`config.mk`:
```
export PLATFORM = sky130hd
export DESIGN_NAME = addr_extender
export DESIGN_NICKNAME = d
export VERILOG_FILES = /design/src/rtl/addrx_pkg.sv /design/src/rtl/addrx_decode.sv /design/src/rtl/addrx_regs.sv /design/src/rtl/addrx_map.sv /design/src/rtl/addr_extender.sv
export SDC_FILE = /design/constraint.sdc
export NUM_CORES = 1
export LEC_CHECK = 0
export CAP_MARGIN = 20
export CELL_PAD_IN_SITES_DETAIL_PLACEMENT = 2
export CELL_PAD_IN_SITES_GLOBAL_PLACEMENT = 2
export CORE_MARGIN = 3
export CORE_UTILIZATION = 43
export CTS_CLUSTER_DIAMETER = 150
export DETAILED_ROUTE_END_ITERATION = 10
export DONT_BUFFER_PORTS = 1
export HOLD_SLACK_MARGIN = 0.05
export PLACE_DENSITY_LB_ADDON = 0.1
export SYNTH_ARGS = -nofsm -noshare
export SYNTH_HDL_FRONTEND = slang
export SYNTH_SLANG_ARGS = --single-unit
```
`constraint.sdc`:
```
create_clock -name clk -period 3.1 [get_ports clk]
set_clock_uncertainty 0.1 [all_clocks]
set_input_delay 0.465 -clock clk [delete_from_list [all_inputs] [get_ports clk]]
set_output_delay 0.465 -clock clk [all_outputs]
set_load 0.005 [all_outputs]
```
`src/rtl/addrx_pkg.sv`:
```
package addrx_pkg;
    localparam int CPU_AW    = 16;
    localparam int PHYS_AW   = 24;
    localparam int NUM_BANKS = 4;

    typedef enum logic {
        MODE_BOOT = 1'b0,
        MODE_FULL = 1'b1
    } map_mode_e;
endpackage

```
`src/rtl/addrx_decode.sv`:
```
module addrx_decode #(
    parameter int          CPU_AW    = 16,
    parameter int          NUM_BANKS = 4,
    parameter int          WIN_AW    = 3,
    parameter logic [15:0] CTRL_BASE = 16'hBF00
) (
    input  logic [CPU_AW-1:0]    cpu_addr,
    input  logic                 wr_en,
    output logic [NUM_BANKS-1:0] bank_we,
    output logic                 ctl_we
);
    logic              in_win;
    logic [WIN_AW-1:0] win_off;

    assign in_win  = (cpu_addr[CPU_AW-1:WIN_AW] == CTRL_BASE[CPU_AW-1:WIN_AW]);
    assign win_off = cpu_addr[WIN_AW-1:0];

    for (genvar g = 0; g < NUM_BANKS; g++) begin : g_bank_we
        assign bank_we[g] = wr_en && in_win && (win_off == WIN_AW'(g));
    end

    assign ctl_we = wr_en && in_win && (win_off == WIN_AW'(NUM_BANKS));
endmodule

```
`src/rtl/addrx_regs.sv`:
```
module addrx_regs
    import addrx_pkg::*;
#(
    parameter int NUM_BANKS = 4,
    parameter int BANK_W    = 8,
    localparam int SEL_W    = $clog2(NUM_BANKS)
) (
    input  logic                              clk,
    input  logic                              rst_n,
    input  logic [NUM_BANKS-1:0]              bank_we,
    input  logic                              ctl_we,
    input  logic [BANK_W-1:0]                 wr_data,
    output logic [NUM_BANKS-1:0][BANK_W-1:0]  banks,
    output map_mode_e                         mode,
    output logic [SEL_W-1:0]                  dsel
);
    typedef struct packed {
        logic [NUM_BANKS-1:0][BANK_W-1:0] banks;
        map_mode_e                        mode;
        logic [SEL_W-1:0]                 dsel;
    } state_t;

    state_t st_d, st_q;

    always_comb begin
        st_d = st_q;
        for (int i = 0; i < NUM_BANKS; i++) begin
            if (bank_we[i]) st_d.banks[i] = wr_data;
        end
        if (ctl_we) begin
            st_d.mode = wr_data[0] ? MODE_FULL : MODE_BOOT;
            st_d.dsel = wr_data[SEL_W:1];
        end
    end

    always_ff @(posedge clk or negedge rst_n) begin
        if (!rst_n) begin
            st_q <= '{banks: '0, mode: MODE_BOOT, dsel: '0};
        end else begin
            st_q <= st_d;
        end
    end

    assign banks = st_q.banks;
    assign mode  = st_q.mode;
    assign dsel  = st_q.dsel;
endmodule

```
`src/rtl/addrx_map.sv`:
```
module addrx_map
    import addrx_pkg::*;
#(
    parameter int CPU_AW    = 16,
    parameter int PHYS_AW   = 24,
    parameter int NUM_BANKS = 4,
    parameter int ROM_AW    = 14,
    localparam int BANK_W   = PHYS_AW - CPU_AW,
    localparam int SEL_W    = $clog2(NUM_BANKS)
) (
    input  map_mode_e                        mode,
    input  logic                             code_fetch,
    input  logic [SEL_W-1:0]                 dsel,
    input  logic [NUM_BANKS-1:0][BANK_W-1:0] banks,
    input  logic [CPU_AW-1:0]                cpu_addr,
    output logic [PHYS_AW-1:0]               phys_addr,
    output logic                             rom_sel
);
    logic [BANK_W-1:0] upper;

    always_comb begin
        if (mode == MODE_BOOT) begin
            upper = '1;
        end else if (code_fetch) begin
            upper = banks[0];
        end else begin
            upper = banks[dsel];
        end
    end

    assign phys_addr = {upper, cpu_addr};
    assign rom_sel   = &phys_addr[PHYS_AW-1:ROM_AW];
endmodule

```
`src/rtl/addr_extender.sv`:
```
module addr_extender
    import addrx_pkg::*;
#(
    parameter logic [15:0] CTRL_BASE = 16'hBF00,
    parameter int          ROM_AW    = 14,
    localparam int         BANK_W    = PHYS_AW - CPU_AW,
    localparam int         SEL_W     = $clog2(NUM_BANKS)
) (
    input  logic               clk,
    input  logic               rst_n,
    input  logic [CPU_AW-1:0]  cpu_addr,
    input  logic               code_fetch,
    input  logic               wr_en,
    input  logic [BANK_W-1:0]  wr_data,
    output logic [PHYS_AW-1:0] phys_addr,
    output logic               rom_sel
);
    logic [NUM_BANKS-1:0]             bank_we;
    logic                             ctl_we;
    logic [NUM_BANKS-1:0][BANK_W-1:0] banks;
    map_mode_e                        mode;
    logic [SEL_W-1:0]                 dsel;
    logic                             full_mode;
    logic [BANK_W-1:0]                code_bank;

    addrx_decode #(
        .CPU_AW(CPU_AW), .NUM_BANKS(NUM_BANKS), .WIN_AW(3), .CTRL_BASE(CTRL_BASE)
    ) u_decode (
        .cpu_addr(cpu_addr), .wr_en(wr_en), .bank_we(bank_we), .ctl_we(ctl_we)
    );

    addrx_regs #(
        .NUM_BANKS(NUM_BANKS), .BANK_W(BANK_W)
    ) u_regs (
        .clk(clk), .rst_n(rst_n), .bank_we(bank_we), .ctl_we(ctl_we),
        .wr_data(wr_data), .banks(banks), .mode(mode), .dsel(dsel)
    );

    addrx_map #(
        .CPU_AW(CPU_AW), .PHYS_AW(PHYS_AW), .NUM_BANKS(NUM_BANKS), .ROM_AW(ROM_AW)
    ) u_map (
        .mode(mode), .code_fetch(code_fetch), .dsel(dsel), .banks(banks),
        .cpu_addr(cpu_addr), .phys_addr(phys_addr), .rom_sel(rom_sel)
    );

    assign full_mode = (mode == MODE_FULL);
    assign code_bank = banks[0];
endmodule

```
==> summary.txt <==
Timing
  – Highest attainable clock frequency: 346 MHz
  – Final setup violating endpoints: 0
  – Worst Max-Slew Pin Slew: 0.585 ns
  – Total Neg Setup Slack: 0 ns
  – Final worst path period need: 2.89 ns
  – Relative slew slack: 0.609
  – Final hold violation count: 0
  – Setup repair after global routing missed its margin: no
  – Final Cycle Share: 0.931
  – Fin. max-slew vios: 0

Synth
  – Number of distinct library cell variants in the gate-level netlist after synthesis: 34
  – Largest area contributor in the synthesized netlist: sky130_fd_sc_hd__dfrtp_1
  – Fraction of the mapped netlist area in simple logic gates: 0.131
  – Number of enable-type register cells in the synthesized netlist: 0
  – Share of async-settable or async-resettable flops after synthesis: 1.00
  – Combined area of all synthesized cells: 1960 um^2
  – Main combinational cell family by area after synthesis: multiplexers
  – Cell types occupying the most area after synthesis: sky130_fd_sc_hd__dfrtp_1 (45%), sky130_fd_sc_hd__mux2_2 (18%), sky130_fd_sc_hd__buf_4 (6.1%)
  – Top-area cell type share of the netlist area: 0.447
  – Post-synthesis adder-cell area fraction: 0
  – Instance count of the mapped netlist: 161
  – Area fraction in compound gates after synthesis: 0.0748
  – Synth Register Bits: 35
  – Post-synthesis share of cell area spent on xor and xnor gates: 0
  – Post-synthesis average cell area: 12.2 um^2
  – Top flip-flop cell by instance count after synthesis: sky130_fd_sc_hd__dfrtp_1
  – Total nets after synthesis: 189
  – Mux contribution to synthesized area: 0.261
  – Part of the Yosys area used for sequential elements: 0.447
  – Warnings, synthesis: 0

Floorplan
  – Ports placed on the boundary: 53
  – Chip height: 73.5 um
  – Area of the die: 5400 um^2
  – Total number of placement rows: 23
  – Starting Density: 0.466
  – Core ar.: 4200 um^2
  – Chip Width: 73.5 um

Min path
  – Hold Crit Class: in2reg
  – Hold depth: 1

Final layout
  – Share of layout cells above drive strength 1: 0.389
  – Final net count: 176
  – Total inserted antenna cells: 0
  – Post-layout util: 0.481
  – Layout overhead on the synthesized area: 3.13%
  – Post-route cell area: 2020 um^2

Detailed routing
  – Total iterations of the first detailed-routing run: 4
  – Total met3 wirelength after detailed routing: 281 um
  – Remaining design rule violation count: 0
  – Vias: 1234
  – Number of nets with antenna violations after routing: 0
  – Iteration-0 DRC count of the detailed router: 42
  – Top layer in use: met4
  – DR vias/cell: 6.20
  – Post-DR wirelength/cell: 24.6 um
  – Routed length on met2: 2.61 mm
  – Total Routed Length: 4.90 mm
  – Met1 Routed Length: 1.96 mm

CTS
  – Number of buffers between clock root and the deepest sink: 2
  – Clock transition at the register clock pins on the worst setup and hold paths after CTS: 0.07 ns
  – CTS tree: built
  – Number of H-tree levels: 2
  – CTS sink count: 35
  – Clock latency reported for the late side of the worst-skew pair: 0.29 ns
  – TritonCTS buffer count: 5
  – Root buffer cell: sky130_fd_sc_hd__clkbuf_8
  – Post CTS Setup Buffer Count: 0

Flow run
  – Count of maximum capacitance violations: 0

Global routing
  – Global-route wire length before repair: 7.78 mm
  – Via count of the first global-routing pass: 1411
  – Overflow left after global routing: 0
  – Pin count of the biggest net entering global routing: 36
  – Number of antenna violations at the first check in global routing: 0
  – Aggregate global-route resource usage: 0.198

Critical path
  – Setup Crit Path Kind: reg2out
  – CP Max Fanout: 13
  – Endpoint kind of the worst setup timing path: primary output
  – Endpoint arrival time on the critical path: 2.32 ns
  – Depth of the worst register-to-register path: 1
  – Worst Setup Start Kind: flop
  – Required time worst endpoint: 2.53 ns

Outcome
  – Run status: completed

Pwr
  – Peak ir drop on the vdd network: 237 uV
  – Power consumption: 0.911 mW
  – Static leakage: 0.928 nW
  – Power Dens Cells: 451 nW/um^2

Placed design
  – Number of I/O port buffers: 0
  – Post-placement cell area: 1870 um^2
  – Post-DP HPWL: 3.51 mm
  – Placer congestion estimate: 0.731
[sequential cells by signal (all words and copies together), names as in the netlist]
| register | cells |
|---|---|
| u_regs.banks | 32 |
| u_regs.mode | 1 |
| u_regs.dsel | 2 |
[repair_timing]
action / CTS / global route
hold buffers: 2 / 0
gates resized for setup: 0 / 1
hold endpoints to repair: 35 / 0
endpoints found under the setup margin: 0 / 1
[routing by layer]
layer	vias up	track usage
met4	0	0.0543
met5	-	0
met3	6	0.0629
met1	643	0.234
met2	39	0.345
li1	546	-
[critical path, stage by stage (launching register included)]
cell,delay [ns]
sky130_fd_sc_hd__dfrtp_1,0.63
sky130_fd_sc_hd__nor2b_1,0.38
sky130_fd_sc_hd__a22o_1,0.20
sky130_fd_sc_hd__a31oi_1,0.05
sky130_fd_sc_hd__o21ai_0,0.27
sky130_fd_sc_hd__nor4bb_1,0.49
[cell families after synthesis]
| kind of cell | Yosys count |
|---|---|
| mux | 43 |
| simple gates | 36 |
| compound gates | 20 |
| flops | 35 |
| buf+inv | 27 |
[layout make-up]
type / count / area [um^2]
Multi-Input combinational cell: 99 / 913
Clock inverter: 2 / 35.0
Inverter: 5 / 18.8
Tap cell: 50 / 62.6
Clock buffer: 6 / 82.6
Sequential cell: 35 / 877
Fill cell: 428 / 2180
Timing Repair Buffer: 2 / 30.0
[worst paths after layout]
| check | from | end | slack (ns) |
|---|---|---|---|
| min reg2reg | u_regs.banks[12] | u_regs.banks[12] | 0.41 |
| max | u_regs.dsel[0] | rom_sel | 0.21 |
| max reg2reg | u_regs.dsel[0] | u_regs.dsel[0] | 1.99 |
| min | wr_data[7] | u_regs.banks[31] | 0.21 |
| min in group asynchronous | rst_n | u_regs.banks[4] | 0.52 |
| max in group asynchronous | rst_n | u_regs.dsel[1] | 2.18 |
[placed cells by master, fill, tap and decap left out, types with 4 or more instances in the layout]
cell type / synthesis / final
sky130_fd_sc_hd__a21oi_1: 4 / 4
sky130_fd_sc_hd__a32oi_1: 4 / 4
sky130_fd_sc_hd__clkbuf_8: 0 / 6
sky130_fd_sc_hd__dfrtp_1: 35 / 34
sky130_fd_sc_hd__inv_1: 5 / 5
sky130_fd_sc_hd__mux2_2: 32 / 32
sky130_fd_sc_hd__mux2_4: 8 / 8
sky130_fd_sc_hd__nand2_1: 11 / 11
sky130_fd_sc_hd__nand4_1: 5 / 5
[where the power goes]
part | internal (mW) | switching, mW
sequential | 0.456 | 0.000150
combinational | 0.00787 | 0.0147
clock | 0.260 | 0.172
[per-stage QoR]
| stage | cells | setup slack, ns | hold slack (ns) |
|---|---|---|---|
| after floorplan | 161 | 0.668 | 0.0694 |
| after global placement | 189 | 0.478 | 0.0702 |
| after detailed placement | 189 | 0.428 | 0.0702 |
| after CTS | 199 | 0.0160 | 0.203 |
| after global routing | 199 | 0.00973 | 0.198 |
| final | 199 | 0.213 | 0.212 |
[cell usage after synthesis, types with 2 or more instances]
library cell / count
sky130_fd_sc_hd__inv_1: 5
sky130_fd_sc_hd__a31oi_1: 2
sky130_fd_sc_hd__nand4_1: 5
sky130_fd_sc_hd__nand2_1: 11
sky130_fd_sc_hd__mux2_4: 8
sky130_fd_sc_hd__a32oi_1: 4
sky130_fd_sc_hd__o211ai_1: 2
sky130_fd_sc_hd__clkbuf_1: 4
sky130_fd_sc_hd__nor2b_1: 3
sky130_fd_sc_hd__nor2_1: 2
sky130_fd_sc_hd__dfrtp_1: 35
sky130_fd_sc_hd__nor3_4: 3
sky130_fd_sc_hd__a211o_1: 3
sky130_fd_sc_hd__mux2i_1: 3
sky130_fd_sc_hd__a21oi_1: 4
sky130_fd_sc_hd__buf_4: 16
sky130_fd_sc_hd__mux2_2: 32
sky130_fd_sc_hd__nand3_1: 3
(Power assumes the default switching activity.)
